File: config.mk
export PLATFORM = sky130hd
export DESIGN_NAME = lamp_ballast_seq
export DESIGN_NICKNAME = d
export VERILOG_FILES = /design/src/rtl/lamp_seq_pkg.sv /design/src/rtl/lamp_ign_timer.sv /design/src/rtl/lamp_seq_fsm.sv /design/src/rtl/lamp_seq_outputs.sv /design/src/rtl/lamp_ballast_seq.sv
export SDC_FILE = /design/constraint.sdc
export NUM_CORES = 1
export LEC_CHECK = 0
export BUFFER_PORTS_ARGS = -buffer_cell sky130_fd_sc_hd__buf_2
export CAP_MARGIN = 20
export CELL_PAD_IN_SITES_DETAIL_PLACEMENT = 2
export CELL_PAD_IN_SITES_GLOBAL_PLACEMENT = 2
export CORE_MARGIN = 5
export CORE_UTILIZATION = 38
export CTS_CLUSTER_DIAMETER = 120
export CTS_CLUSTER_SIZE = 14
export DETAILED_ROUTE_END_ITERATION = 8
export PLACE_DENSITY_LB_ADDON = 0.2
export SYNTH_ARGS = -nofsm -noshare
export SYNTH_HDL_FRONTEND = slang
export SYNTH_SLANG_ARGS = --single-unit
File: constraint.sdc
create_clock -name clk -period 3.6 [get_ports clk]
set_input_delay 0.36 -clock clk [delete_from_list [all_inputs] [get_ports clk]]
set_output_delay 0.36 -clock clk [all_outputs]
set_load 0.005 [all_outputs]
File: src/rtl/lamp_seq_pkg.sv
package lamp_seq_pkg;
    typedef enum logic [2:0] {
        LS_RESET  = 3'b000,
        LS_IGNITE = 3'b001,
        LS_BURN   = 3'b010,
        LS_PWRDN  = 3'b100
    } lamp_state_e;
endpackage

File: src/rtl/lamp_ign_timer.sv
module lamp_ign_timer #(
    parameter int IGN_CYCLES = 16
) (
    input  logic clk,
    input  logic rst_n,
    input  logic enable,
    input  logic lv_fail,
    output logic expire
);
    localparam int CW = (IGN_CYCLES > 2) ? $clog2(IGN_CYCLES) : 1;
    localparam logic [CW-1:0] LAST = CW'(IGN_CYCLES - 1);

    logic          armed_q;
    logic [CW-1:0] cnt_q;
    logic          counting;

    // Counting starts on the first lamp-voltage excursion and then free-runs
    assign counting = enable && (armed_q || lv_fail);
    assign expire   = counting && (cnt_q == LAST);

    always_ff @(posedge clk or negedge rst_n) begin
        if (!rst_n) begin
            armed_q <= 1'b0;
            cnt_q   <= '0;
        end else if (!enable || expire) begin
            armed_q <= 1'b0;
            cnt_q   <= '0;
        end else if (counting) begin
            armed_q <= 1'b1;
            cnt_q   <= cnt_q + 1'b1;
        end
    end
endmodule

File: src/rtl/lamp_seq_fsm.sv
module lamp_seq_fsm
    import lamp_seq_pkg::*;
(
    input  logic        clk,
    input  logic        rst_n,
    input  logic        vdd_start,
    input  logic        vdd_stop,
    input  logic        vdd_reset,
    input  logic        lv_fail,
    input  logic        fmin_reached,
    input  logic        ign_expire,
    output lamp_state_e state_q
);
    lamp_state_e state_d;

    always_comb begin
        state_d = state_q;
        unique case (state_q)
            LS_RESET: begin
                if (vdd_start && !vdd_stop) state_d = LS_IGNITE;
            end
            LS_IGNITE: begin
                if (vdd_stop)                     state_d = LS_RESET;
                else if (ign_expire && lv_fail)   state_d = LS_PWRDN;
                else if (fmin_reached)            state_d = LS_BURN;
            end
            LS_BURN: begin
                if (vdd_stop)     state_d = LS_RESET;
                else if (lv_fail) state_d = LS_IGNITE;
            end
            LS_PWRDN: begin
                if (vdd_reset) state_d = LS_RESET;
            end
            default: state_d = LS_RESET;
        endcase
    end

    always_ff @(posedge clk or negedge rst_n) begin
        if (!rst_n) state_q <= LS_RESET;
        else        state_q <= state_d;
    end
endmodule

File: src/rtl/lamp_seq_outputs.sv
module lamp_seq_outputs
    import lamp_seq_pkg::*;
(
    input  lamp_state_e state_q,
    input  logic        lv_max,
    input  logic        cap_mode,
    output logic        osc_en,
    output logic        sweep_down,
    output logic        reg_en,
    output logic        fmax_clamp,
    output logic        volt_limit,
    output logic        drv_off
);
    always_comb begin
        osc_en     = 1'b0;
        sweep_down = 1'b0;
        reg_en     = 1'b0;
        fmax_clamp = 1'b0;
        volt_limit = 1'b0;
        drv_off    = 1'b1;
        unique case (state_q)
            LS_IGNITE: begin
                osc_en     = 1'b1;
                drv_off    = 1'b0;
                sweep_down = !lv_max;
                volt_limit = lv_max;
                fmax_clamp = cap_mode;
            end
            LS_BURN: begin
                osc_en     = 1'b1;
                drv_off    = 1'b0;
                reg_en     = 1'b1;
                fmax_clamp = cap_mode;
            end
            LS_RESET, LS_PWRDN: begin
                drv_off = 1'b1;
            end
            default: drv_off = 1'b1;
        endcase
    end
endmodule

File: src/rtl/lamp_ballast_seq.sv
module lamp_ballast_seq
    import lamp_seq_pkg::*;
#(
    parameter int IGN_CYCLES = 1000000
) (
    input  logic       clk,
    input  logic       rst_n,
    input  logic       vdd_start,
    input  logic       vdd_stop,
    input  logic       vdd_reset,
    input  logic       lv_fail,
    input  logic       lv_max,
    input  logic       fmin_reached,
    input  logic       cap_mode,
    output logic       osc_en,
    output logic       sweep_down,
    output logic       reg_en,
    output logic       fmax_clamp,
    output logic       volt_limit,
    output logic       drv_off,
    output logic [2:0] state_code
);
    lamp_state_e state_q;
    logic        ign_expire;

    lamp_ign_timer #(.IGN_CYCLES(IGN_CYCLES)) u_timer (
        .clk     (clk),
        .rst_n   (rst_n),
        .enable  (state_q == LS_IGNITE),
        .lv_fail (lv_fail),
        .expire  (ign_expire)
    );

    lamp_seq_fsm u_fsm (
        .clk          (clk),
        .rst_n        (rst_n),
        .vdd_start    (vdd_start),
        .vdd_stop     (vdd_stop),
        .vdd_reset    (vdd_reset),
        .lv_fail      (lv_fail),
        .fmin_reached (fmin_reached),
        .ign_expire   (ign_expire),
        .state_q      (state_q)
    );

    lamp_seq_outputs u_out (
        .state_q    (state_q),
        .lv_max     (lv_max),
        .cap_mode   (cap_mode),
        .osc_en     (osc_en),
        .sweep_down (sweep_down),
        .reg_en     (reg_en),
        .fmax_clamp (fmax_clamp),
        .volt_limit (volt_limit),
        .drv_off    (drv_off)
    );

    assign state_code = state_q;
endmodule

# Word-level counts from Yosys, hierarchy flattened

Cells that the tools add are included.

Output and inout port bits: 9
Register bits: 24
Input port bits: 9

Multiplexer cells: 18
Reductions and logical operators: 13
Equality and inequality tests: 8
$add $sub $neg: 1

Operator list:

| kind                    | count |
|---|---|
| $mux W20                | 2 |
| $mux W3                 | 7 |
| $add A20 B1 Y20 const B | 1 |
| $eq A20 B20 Y1 const B  | 1 |
| $pmux W3 S4             | 1 |
| $mux W1                 | 8 |
| $logic_and A1 B1 Y1     | 4 |
| $ne A4 B3 Y1 const B    | 1 |
| $reduce_and A4 Y1       | 1 |
| $eq A3 B1 Y1 const B    | 1 |
| $eq A3 B2 Y1 const B    | 1 |
| $eq A3 B3 Y1 const B    | 1 |
| $logic_not A1 Y1        | 3 |
| $logic_not A3 Y1        | 1 |
| $ne A3 B3 Y1 const B    | 1 |
| $logic_or A1 B1 Y1      | 2 |
| $ne A2 B1 Y1 const B    | 1 |
| $ne A2 B2 Y1 const B    | 1 |
| $reduce_bool A2 Y1      | 1 |
| $reduce_or A2 Y1        | 1 |

# Longest topological paths before layout

Depth after elaboration: 7
Depth in mapped cells: 9

# Hierarchy

From an unflattened synthesis, not the netlist that was laid out.

Cell total of the unflattened synthesis: 148
Area total of the unflattened synthesis: 1371.3 µm²

By module, submodules not included:

| module           | area an instance (µm²) | cells each | times used | seq. area each (µm²) |
|---|---|---|---|---|
| lamp_ign_timer   | 1133.6                 | 122        | 1          | 525.5 |
| lamp_seq_fsm     | 170.2                  | 18         | 1          | 75.1 |
| lamp_seq_outputs | 55.1                   | 7          | 1          | 0.0 |
| lamp_ballast_seq | 12.5                   | 1          | 1          | 0.0 |

# Worst setup path before layout

Ideal clock, no wire load.

Kind: reg2reg
From: register u_timer.cnt_q[6]
To: register u_timer.cnt_q[18]
Cell stages (with the launch flop): 6
Clock period less this slack: 2.002 ns
Setup slack: 1.598 ns
Data arrival time: 1.881 ns
Library setup time: 0.121 ns
Cell sequence: dfrtp_1 or4_4 nor4_4 a21oi_4 buf_6 a22o_2

Longest elaborated chain between the ends: 4
Elaborated cells on any way between the ends: 7
Classes of those cells: 1 x add/sub; 1 x eq/ne; 2 x mux; 3 x reduce/logical

RTL lines:

| what                                                                    | line                 | RTL |
|---|---|---|
| start, declared                                                         | lamp_ign_timer.sv:14 | `logic [CW-1:0] cnt_q;` |
| start signal, assigned                                                  | lamp_ign_timer.sv:30 | `cnt_q <= cnt_q + 1'b1;` |
| parallel branches: the longest is 4 deep, another holds $add A20 B1 Y20 | -                    |  |

Parallel ways; which one is timed is not known. The select of a mux whose other input is x is not followed.
A chain may end at the register's enable or synchronous reset.

# Final worst setup path

From: register u_timer.cnt_q[0]
To: register u_timer.cnt_q[19]

The elaborated chain is that of the path after synthesis.

==> flow_summary.json <==
{
  "design_area_mm2": 0.001559,
  "clkLatencyLatePin_ns": 0.27,
  "multi_input_area_um2": 760.7,
  "htree_levels": 1,
  "cts_max_path_buffers": 2,
  "path_class": "flop to flop",
  "slowest_delay_ns": 0.52,
  "worst_pin_slew_ns": 1.001,
  "placedCellCount": 210,
  "ff_latch_area_um2": 600.6,
  "clockRootBuffer": "clkbuf_8",
  "status": "completed",
  "vdd_ir_drop_max_mv": 0.1509,
  "hold_buffers": 0,
  "cts_tree": "yes",
  "p_comb_share_pct": 32.9,
  "io_pins": 18,
  "dieArea_mm2": 0.005033,
  "grt_setup_unrepaired": "false",
  "clk_pin_slew_ns": 0.09,
  "numPortBuffers": 17,
  "cts_sinks": 24,
  "synth_top_family_by_area": "simple AND/OR/NAND/NOR gates",
  "finalHoldViolCount": 0,
  "synthToLayoutAreaGrowth_pct": 10.46,
  "drive_above_1_share_pct": 21.82,
  "synth_nets": 163,
  "worstPathRequired_ns": 3.79,
  "drtIter0Drc": 29,
  "netlist_area_mm2": 0.001411,
  "period_needed_ns": 2.300,
  "nets": 177,
  "power.total_uw": 708.9,
  "dr.pass1.iters": 4,
  "hold-worst-slack_ns": 0.07379,
  "ys_seq_area_share_pct": 42.55,
  "hp-class": "input pin to async pin",
  "crit_path_max_fanout": 19,
  "p_per_area_mw_per_mm2": 454.7,
  "start_util_pct": 38.84,
  "power.net_switching_uw": 261.3,
  "crit_arrival_ns": 2.49,
  "wl_per_cell_um": 18.67,
  "postCtsSetupRepairBufs": 0,
  "p_sw_share_pct": 36.86,
  "slew_headroom_pct": 33.00,
  "num_rows": 22,
  "routed_wl_um": 3976,
  "max_freq_mhz": 434.8,
  "grt_usage_pct": 17.05,
  "grt_pass1_vias": 1344,
  "antenna_found_initial": 0,
  "cp_slowest_cell": "a21oi_4",
  "synth-simple-area-share_pct": 30.05,
  "drc": 0,
  "avgViaCountPerCell": 5.803,
  "hpwl_um": 2953,
  "pre_cts_slack_ns": 1.302,
  "synth_area_per_cell_um2": 9.225,
  "synthAdderAreaFrac_pct": 0.8865,
  "setup_viol": 0,
  "die_h_um": 70.95,
  "power.internal_uw": 447.6,
  "core_area_mm2": 0.003633,
  "fin_cells": 213,
  "ys_types": 42,
  "finalCritPeriodShare_pct": 63.89,
  "place_area_mm2": 0.001518,
  "netlist_instances": 153,
  "num_antenna_cells": 0,
  "worst_r2r_path_depth": 6,
  "cts_buffers": 3,
  "p_clk_share_pct": 23.5,
  "die_w_um": 70.95,
  "seq_power_share_pct": 43.6,
  "worstPathCellList": "ha_1, and4_1, and2_0, a21oi_4, a21oi_1, mux2i_1",
  "start_kind": "flop",
  "drv_slew": 0,
  "cap_violations": 0,
  "rrSetupSlack_ns": 1.30,
  "vias": 1236,
  "layout_setup_ws_ns": 1.300,
  "grt_overflow": 0,
  "routabilityCongestion": 0.7563,
  "regToRegEndpoint": "u_timer.cnt_q[19]",
  "grt_start_max_net_pins": 25,
  "timing.setup.tns_ns": 0,
  "cts_resized": 0,
  "finClkSkew_ns": 0.006610,
  "synth_warnings": 0,
  "fillers": 431,
  "endpoint_kind": "flop",
  "synth_compound_area_share_pct": 14.27,
  "r2r-start": "u_timer.cnt_q[0]",
  "fin_util_pct": 42.91,
  "ant_nets": 0,
  "synth_xor_area_share_pct": 4.344,
  "critPathLaunch": "u_timer.cnt_q[0]",
  "leakagePower_nw": 0.6864,
  "synth.mux.area_fraction_pct": 4.344,
  "ys_ff_latch": 24,
  "grt_pass1_wl_um": 6865
}
==> synth_stat cells (all sizes together) <==
master	instances	area [µm²]
a211oi	1	7.510
a21boi	1	7.510
a21o	1	7.510
a21oi	10	61.31
a22o	6	58.81
a22oi	2	15.01
and2	4	26.28
and3	2	13.77
and4	4	36.29
buf	1	11.26
clkbuf	7	27.52
dfrtp	24	600.6
ha	1	12.51
inv	3	11.26
mux2	1	11.26
mux2i	5	50.05
nand2	16	60.06
nand3	12	60.06
nand3b	1	7.510
nand4	7	43.79
nand4b	1	8.760
nor2	14	52.55
nor3	2	10.01
nor3b	2	15.01
nor4	1	21.27
o2111ai	1	8.760
o21ai	7	35.03
or2	3	18.77
or3	2	12.51
or3b	1	8.760
or4	2	18.77
or4b	1	10.01
xnor2	2	17.52
xor2	5	43.79
==> cells in the final DEF (no fill, tap or decap), types with 3 or more instances in the layout <==
cell type	instances
buf_2	17
nand3_1	12
nor2_1	14
a22o_2	5
or2_2	3
nand2_1	16
a21oi_1	9
mux2i_1	5
xor2_1	5
dfrtp_1	24
nand4_1	7
inv_1	3
and4_1	3
o21ai_0	7
clkbuf_8	3
==> critical path: cells and delay by family (launching register included) <==
family,cells,cell delay [ns]
simple gates,2,0.68
compound gates,2,0.65
flops,1,0.43
fa+ha+maj,1,0.26
mux,1,0.20
==> flip-flops by register name (all words and copies together), names as in the netlist <==
signal,count
u_fsm.state_q,3
u_timer.armed_q,1
u_timer.cnt_q,20
==> power by group through the flow <==
stage / Combinational, mW / Clock, mW / Sequential, mW
5_1_grt: 0.265 / 0.185 / 0.314
4_1_cts: 0.239 / 0.172 / 0.309
2_1_floorplan: 0.160 / 0 / 0.311
3_3_place_gp: 0.226 / 0 / 0.314
3_5_place_dp: 0.238 / 0 / 0.315
6_report: 0.233 / 0.167 / 0.309
==> final cells by class <==
| cell class | instances | share of cell area [%] |
|---|---|---|
| multi-input combinational | 118 | 48.80 |
| timing repair buffer | 17 | 5.457 |
| tap | 48 | 3.852 |
| sequential | 24 | 38.52 |
| inverter | 3 | 0.7223 |
| clock buffer | 3 | 2.648 |
==> logic make-up after synthesis <==
family | Yosys count
AND/OR/NAND/NOR | 75
AO/OA/AOI/OAI | 29
flip-flops | 24
buffers and inverters | 11
XOR/XNOR | 7
multiplexers | 6
adder cells (fa/ha/maj) | 1
==> layer usage <==
| metal | wire length, µm | up-vias | share of wire, % | GRT usage [%] |
|---|---|---|---|---|
| li1 | - | 585 | - | - |
| met1 | 1729 | 637 | 43 | 21.37 |
| met2 | 2127 | 10 | 53 | 30.38 |
| met3 | 71 | 4 | 1.8 | 2.131 |
| met4 | 48 | 0 | 1.2 | 5.219 |
| met5 | 0 | - | 0 | 0 |
==> worst max-delay path by stage <==
stage,to
global placement,u_timer.cnt_q[3]
global route,u_timer.cnt_q[2]
detailed placement,u_timer.cnt_q[19]
finish,u_timer.cnt_q[19]
CTS,u_timer.cnt_q[2]
floorplan,u_timer.cnt_q[18]
(Power assumes the default switching activity.)
